## src/rtl/spw_rx_classifier.sv

```systemverilog
module spw_rx_classifier #(
  parameter int          FIFO_DEPTH = 4,
  parameter int          DEC_DEPTH  = 4,
  parameter logic [7:0]  RMAP_PROTO = 8'h01,
  parameter int          CMD_BIT    = 6
) (
  input  logic       clk,
  input  logic       rst_n,
  input  logic       in_valid,
  input  logic [7:0] in_data,
  input  logic       in_end,
  input  logic       in_err,
  input  logic [7:0] node_addr,
  input  logic       promisc_en,
  input  logic       rmap_present,
  input  logic       rmap_enable,
  output logic       dma_valid,
  output logic [7:0] dma_data,
  output logic       dma_end,
  output logic       dma_err,
  output logic       rmap_valid,
  output logic [7:0] rmap_data,
  output logic       rmap_end,
  output logic       rmap_err,
  output logic [1:0] out_dest,
  output logic       addr_mismatch
);
  // depths are powers of two so pointers wrap naturally
  localparam int FAW = $clog2(FIFO_DEPTH);
  localparam int DAW = $clog2(DEC_DEPTH);
  localparam logic [FAW:0] F_FULL = FIFO_DEPTH[FAW:0];
  localparam logic [DAW:0] D_FULL = DEC_DEPTH[DAW:0];

  typedef enum logic [2:0] {S_ADDR, S_PROTO, S_INSTR, S_FWD, S_DROP} cls_t;

  cls_t st, st_nx;
  logic push, dec_push, dec_rmap, mism;
  logic tgt_on, addr_ok;

  assign tgt_on  = rmap_present & rmap_enable;
  assign addr_ok = promisc_en | (in_data == node_addr);

  always_comb begin
    st_nx    = st;
    push     = 1'b0;
    dec_push = 1'b0;
    dec_rmap = 1'b0;
    mism     = 1'b0;
    if (in_valid) begin
      case (st)
        S_ADDR: begin
          if (in_end) begin
            push     = 1'b1;
            dec_push = 1'b1;
          end else if (!addr_ok) begin
            mism  = 1'b1;
            st_nx = S_DROP;
          end else begin
            push = 1'b1;
            if (tgt_on) st_nx = S_PROTO;
            else begin
              dec_push = 1'b1;
              st_nx    = S_FWD;
            end
          end
        end
        S_PROTO: begin
          push = 1'b1;
          if (in_end) begin
            dec_push = 1'b1;
            st_nx    = S_ADDR;
          end else if (in_data == RMAP_PROTO) begin
            st_nx = S_INSTR;
          end else begin
            dec_push = 1'b1;
            st_nx    = S_FWD;
          end
        end
        S_INSTR: begin
          push     = 1'b1;
          dec_push = 1'b1;
          if (in_end) st_nx = S_ADDR;
          else begin
            dec_rmap = in_data[CMD_BIT];
            st_nx    = S_FWD;
          end
        end
        S_FWD: begin
          push = 1'b1;
          if (in_end) st_nx = S_ADDR;
        end
        S_DROP: begin
          if (in_end) st_nx = S_ADDR;
        end
        default: st_nx = S_ADDR;
      endcase
    end
  end

  // character queue: {end, err, data}
  logic [9:0]     fmem [FIFO_DEPTH];
  logic [FAW-1:0] f_wr, f_rd;
  logic [FAW:0]   f_cnt;
  // route queue: 1 = RMAP port
  logic [DEC_DEPTH-1:0] dmem;
  logic [DAW-1:0] d_wr, d_rd;
  logic [DAW:0]   d_cnt;

  logic       pop, dec_pop;
  logic [9:0] head;

  assign head    = fmem[f_rd];
  assign pop     = (f_cnt != '0) && (d_cnt != '0);
  assign dec_pop = pop & head[9];

  always_ff @(posedge clk) begin
    if (push) fmem[f_wr] <= {in_end, in_end & in_err, in_end ? 8'h00 : in_data};
    if (dec_push) dmem[d_wr] <= dec_rmap;
  end

  always_ff @(posedge clk) begin
    if (!rst_n) begin
      st    <= S_ADDR;
      f_wr  <= '0;
      f_rd  <= '0;
      f_cnt <= '0;
      d_wr  <= '0;
      d_rd  <= '0;
      d_cnt <= '0;
    end else begin
      st <= st_nx;
      if (push) f_wr <= f_wr + FAW'(1);
      if (pop)  f_rd <= f_rd + FAW'(1);
      f_cnt <= f_cnt + {{FAW{1'b0}}, push} - {{FAW{1'b0}}, pop};
      if (dec_push) d_wr <= d_wr + DAW'(1);
      if (dec_pop)  d_rd <= d_rd + DAW'(1);
      d_cnt <= d_cnt + {{DAW{1'b0}}, dec_push} - {{DAW{1'b0}}, dec_pop};
    end
  end

  logic       o_vld, o_rmap, o_end, o_err, o_mism;
  logic [7:0] o_data;

  always_ff @(posedge clk) begin
    if (!rst_n) begin
      o_vld  <= 1'b0;
      o_rmap <= 1'b0;
      o_end  <= 1'b0;
      o_err  <= 1'b0;
      o_data <= '0;
      o_mism <= 1'b0;
    end else begin
      o_vld  <= pop;
      o_mism <= mism;
      if (pop) begin
        o_rmap <= dmem[d_rd];
        o_end  <= head[9];
        o_err  <= head[8];
        o_data <= head[7:0];
      end
    end
  end

  assign dma_valid     = o_vld & ~o_rmap;
  assign rmap_valid    = o_vld & o_rmap;
  assign dma_data      = o_data;
  assign rmap_data     = o_data;
  assign dma_end       = o_end;
  assign rmap_end      = o_end;
  assign dma_err       = o_err;
  assign rmap_err      = o_err;
  assign out_dest      = !o_vld ? 2'b00 : (o_rmap ? 2'b10 : 2'b01);
  assign addr_mismatch = o_mism;


  mismatch_pulse_chk: assert property (@(posedge clk) disable iff (!rst_n)
    addr_mismatch |=> !addr_mismatch);


  rmap_gate_chk: assert property (@(posedge clk) disable iff (!rst_n)
    rmap_valid |-> (rmap_present && rmap_enable));


  no_overflow_chk: assert property (@(posedge clk) disable iff (!rst_n)
    push |-> ((f_cnt < F_FULL) || pop));


  route_overflow_chk: assert property (@(posedge clk) disable iff (!rst_n)
    dec_push |-> ((d_cnt < D_FULL) || dec_pop));


  drop_silent_chk: assert property (@(posedge clk) disable iff (!rst_n)
    (st == S_DROP) |-> !push);
endmodule

```

## config.mk

```make
export PLATFORM = sky130hd
export DESIGN_NAME = spw_rx_classifier
export DESIGN_NICKNAME = d
export VERILOG_FILES = /design/src/rtl/spw_rx_classifier.sv
export SDC_FILE = /design/constraint.sdc
export NUM_CORES = 1
export LEC_CHECK = 0
export CELL_PAD_IN_SITES_DETAIL_PLACEMENT = 1
export CELL_PAD_IN_SITES_GLOBAL_PLACEMENT = 1
export CORE_MARGIN = 2
export CORE_UTILIZATION = 44
export DETAILED_ROUTE_END_ITERATION = 6
export PLACE_DENSITY = 0.82
export SYNTH_ARGS = -nofsm -noshare
export SYNTH_HDL_FRONTEND = slang
export SYNTH_SLANG_ARGS = --single-unit
```

## constraint.sdc

```tcl
create_clock -name clk -period 3.57 [get_ports clk]
set_input_delay 0.714 -clock clk [delete_from_list [all_inputs] [get_ports clk]]
set_output_delay 0.714 -clock clk [all_outputs]
set_load 0.02 [all_outputs]
```

==> summary.txt, run 1 <==
Critical path
  – R2R Path End: f_cnt[2]
  – Arrival @ worst endpoint: 3.45 ns
  – Worst Setup End Kind: flop
  – R2R setup slack: 0.36 ns
  – CP required: around 3.8 ns
  – Crit-path max FO: 13
  – Worst R2R Path Depth: 10
  – Setup crit start: f_cnt[1]
  – R2r startpoint: f_cnt[1]
  – Crit Path Category: reg2reg
  – CP startpoint kind: flop

Logic synthesis
  – Synth Area in Compound Gates: under 10%
  – Post-synth top area share: approximately two fifths
  – Warning count from the yosys run: 0
  – Post-synth design cell area: 0.00339 mm2
  – Largest area contributor in the netlist: edfxtp_1
  – Sequential area share after synthesis: 57.9%
  – Yosys cell types: 37
  – Flops & latches, synth: 76
  – Cells after synthesis: approximately 270
  – Average size of a mapped cell: about 13 um2
  – Synth Area in Simple Gates: 13.8%
  – Largest family of logic cells by synthesized area: simple AND/OR/NAND/NOR gates
  – Syn nets: 304
  – Adder-cell share of the synthesized area: 5.61%
  – Multiplexer area fraction after synthesis: under 10%
  – Synth Area in XOR/XNOR: ~4.1%
  – Top cells by area, synth: edfxtp_1, dfxtp_1, mux4_2, ha_1, nand2_1

Timing
  – Max-Slew Margin vs Limit: around a quarter
  – Max frequency: ~310 MHz
  – Slew Limit Fails: 0
  – Fin. Hold Viols: 0
  – Slew @ Worst Pin: about 1.1 ns
  – Setup total negative slack: 0 ns
  – Skew final: about 0.0076 ns
  – Unrepaired setup endpoints after global routing: false
  – Setup slack after layout: 0.364 ns
  – Setup violations, final: 0
  – Tcrit/Tclk final: 89.8%
  – Fin crit period: ~3.2 ns

GRT
  – Met1 Usage GRT: a little over a fifth
  – First-pass GRT wire length: 12,100 um
  – Met3 usage: ~4.7%
  – Routing usage on met2: 34.9%
  – All-layer global routing usage: a little under 20%
  – Remaining Overflow, GRT: 0
  – Largest net degree at the start of global routing: 35
  – Vias in the first global route: 2,385
  – Most Used Layer, Global Route: met2
  – Initial antenna violation count: 0

Floorplanning
  – # rows: 32
  – Die X: 91.8 um
  – Num ports: 49
  – Die height: 91.8 um
  – Die area: 0.00842 mm2
  – Starting Density: 44.6%
  – Core ar.: 0.00761 mm2

Clock tree
  – Clock Pin Slew Worst Setup and Hold Paths: about 0.07 ns
  – CTS tree: done
  – CTS sink cnt: 76
  – Post-CTS resize count: 0
  – Clock buffer depth: 2
  – Root Driver: clkbuf_8
  – Number of hold buffers added after CTS: 0
  – H-tree depth: 3
  – Number of buffers created by CTS: 9
  – Insertion delay to the later sink of the worst-skew pair: 0.35 ns
  – Setup bufs post-CTS: 0

Placement
  – Number of port buffers: 48
  – GPL Wtd Cong: 0.837
  – Post-Place Setup Slack: 0.121 ns
  – HPWL after DPL: ~5500 um

Routing
  – TritonRoute pass-1 iters: 4
  – Final wirelength: 7340 um
  – Vias per std cell: between 5 and 6
  – DRC Markers: 0
  – Vias: ~2,100
  – Antenna viol nets, final: 0
  – Drt initial violations: 45
  – Avg WL per Cell: 17.4 um

Worst hold path
  – Worst hold-check path type: reg2reg
  – Hold depth: 2
  – Hold Path Origin: dma_data[6]
  – Min-Delay Endpoint: dma_data[6]

Pwr
  – Max VDD drop: 0.198 mV
  – P per Cell Area: 627 mW/mm2
  – Leak Pwr: 1.53 nW
  – Power, Total: between 2 and 3 mW

Layout
  – Ant diodes: 0
  – Area occupied by multi-input gates: 0.00127 mm2
  – Share of cells above drive strength 1: 13.1%
  – Fill count: 813
  – Fin nets: 354
  – Layout area overhead: 23.7%
  – Reg area: just under 0.002 mm2

Flow run
  – Max Cap Viol: 0

Status
  – Run status: complete, no violations
-- layout by cell type (no fill, tap or decap), types with 12 or more instances in the layout --
cell | synthesis | final
nand2_1 | 38 | 38
edfxtp_1 | 44 | 44
nor2b_1 | 16 | 16
ha_1 | 12 | 12
and2_1 | 16 | 16
clkdlybuf4s50_1 | 0 | 48
dfxtp_1 | 32 | 32
-- metal layers --
metal | share of wire [%] | wire [um]
met1 | 41 | 2990
met2 | 53 | 3890
met3 | 3.9 | 289
met4 | 2.3 | 172
met5 | 0 | 0
-- where the power goes --
group          internal (mW)  switching, mW  leakage, nW  total [mW]
combinational          0.390          0.414        0.740       0.804
clock                  0.400          0.307        0.111       0.707
sequential              1.04         0.0791        0.676        1.12
-- cells by family after synthesis --
family | Yosys count
xor gates and xnor gates | 16
DFF | 76
buffers and inverters | 32
and+or+nand+nor | 89
muxes | 15
AOI/OAI and AO/OA | 24
adders and majority gates | 14
-- per-stage QoR --
step | hold slack (ns) | std cells | utilization (%) | instance area (um2)
6_report | 0.481 | 423 | 55.1 | 4190
4_1_cts | 0.485 | 423 | 55.1 | 4190
3_5_place_dp | 0.474 | 407 | 52.1 | 3960
3_3_place_gp | 0.464 | 407 | 52.1 | 3960
5_1_grt | 0.511 | 423 | 55.1 | 4190
2_1_floorplan | 0.452 | 266 | - | 3390
-- sequential cells by signal (all words and copies together), names as in the netlist, named ones only --
name           flops
d_wr               2
dma_end            1
dma_err            1
dma_data           8
st                 3
addr_mismatch      1
f_wr               2
o_vld              1
dmem               4
fmem              40
f_rd               2
f_cnt              3
o_rmap             1
d_cnt              3
d_rd               2
-- critical path: stages, from the launching register on --
cell and delay, ns:
dfxtp_1 0.37, o31ai_2 0.95, inv_2 0.32, ha_1 0.38, inv_1 0.07, ha_1 0.14
inv_1 0.05, fa_1 0.38, xnor2_1 0.15, xnor2_1 0.13, and2_1 0.15
-- cell usage after synthesis (all sizes together) --
cell type  instances
edfxtp            44
nand2             38
dfxtp             32
and2              16
nor2b             16
buf               13
ha                12
inv               12
a21boi            11
mux4              11
xor2               9
clkbuf             7
xnor2              7
a21oi              6
mux2i              4
nor2               4
nor4               3
or3                3
fa                 2
nand2b             2
nor3b              2
o21ai              2
or3b               2
a211o              1
and3               1
nor3               1
nor4b              1
o311a              1
o31a               1
o31ai              1
o32a               1
-- layout make-up --
class                           instances  share of cell area [%]
Sequential cell                        76                    46.8
Multi-Input combinational cell        158                    30.2
Timing Repair Buffer                   59                    13.4
Clock buffer                           15                    5.25
Tap cell                              102                    3.04
Inverter                               12                    1.07
Clock inverter                          1                   0.179
-- worst max-delay path by stage --
stage / to / depth (start not counted)
after floorplan: d_cnt[2] / 11
after global placement: d_cnt[2] / 12
after detailed placement: d_cnt[2] / 12
after CTS: f_cnt[2] / 10
after global routing: f_cnt[2] / 10
final: f_cnt[2] / 10
Note: power is estimated with default switching activity, not from simulation.
==> run 2, diff against run 1 <==
--- a/config.mk
+++ b/config.mk
@@ -5,11 +5,13 @@
 export SDC_FILE = /design/constraint.sdc
 export NUM_CORES = 1
 export LEC_CHECK = 0
+export ABC_CLOCK_PERIOD_IN_PS = 3570
 export CELL_PAD_IN_SITES_DETAIL_PLACEMENT = 1
 export CELL_PAD_IN_SITES_GLOBAL_PLACEMENT = 1
 export CORE_MARGIN = 2
 export CORE_UTILIZATION = 44
 export DETAILED_ROUTE_END_ITERATION = 6
+export HOLD_SLACK_MARGIN = 0.1
 export PLACE_DENSITY = 0.82
 export SYNTH_ARGS = -nofsm -noshare
 export SYNTH_HDL_FRONTEND = slang
==> results of run 2 <==
No change in the layout: final DEF, timing and power equal those of run 1.
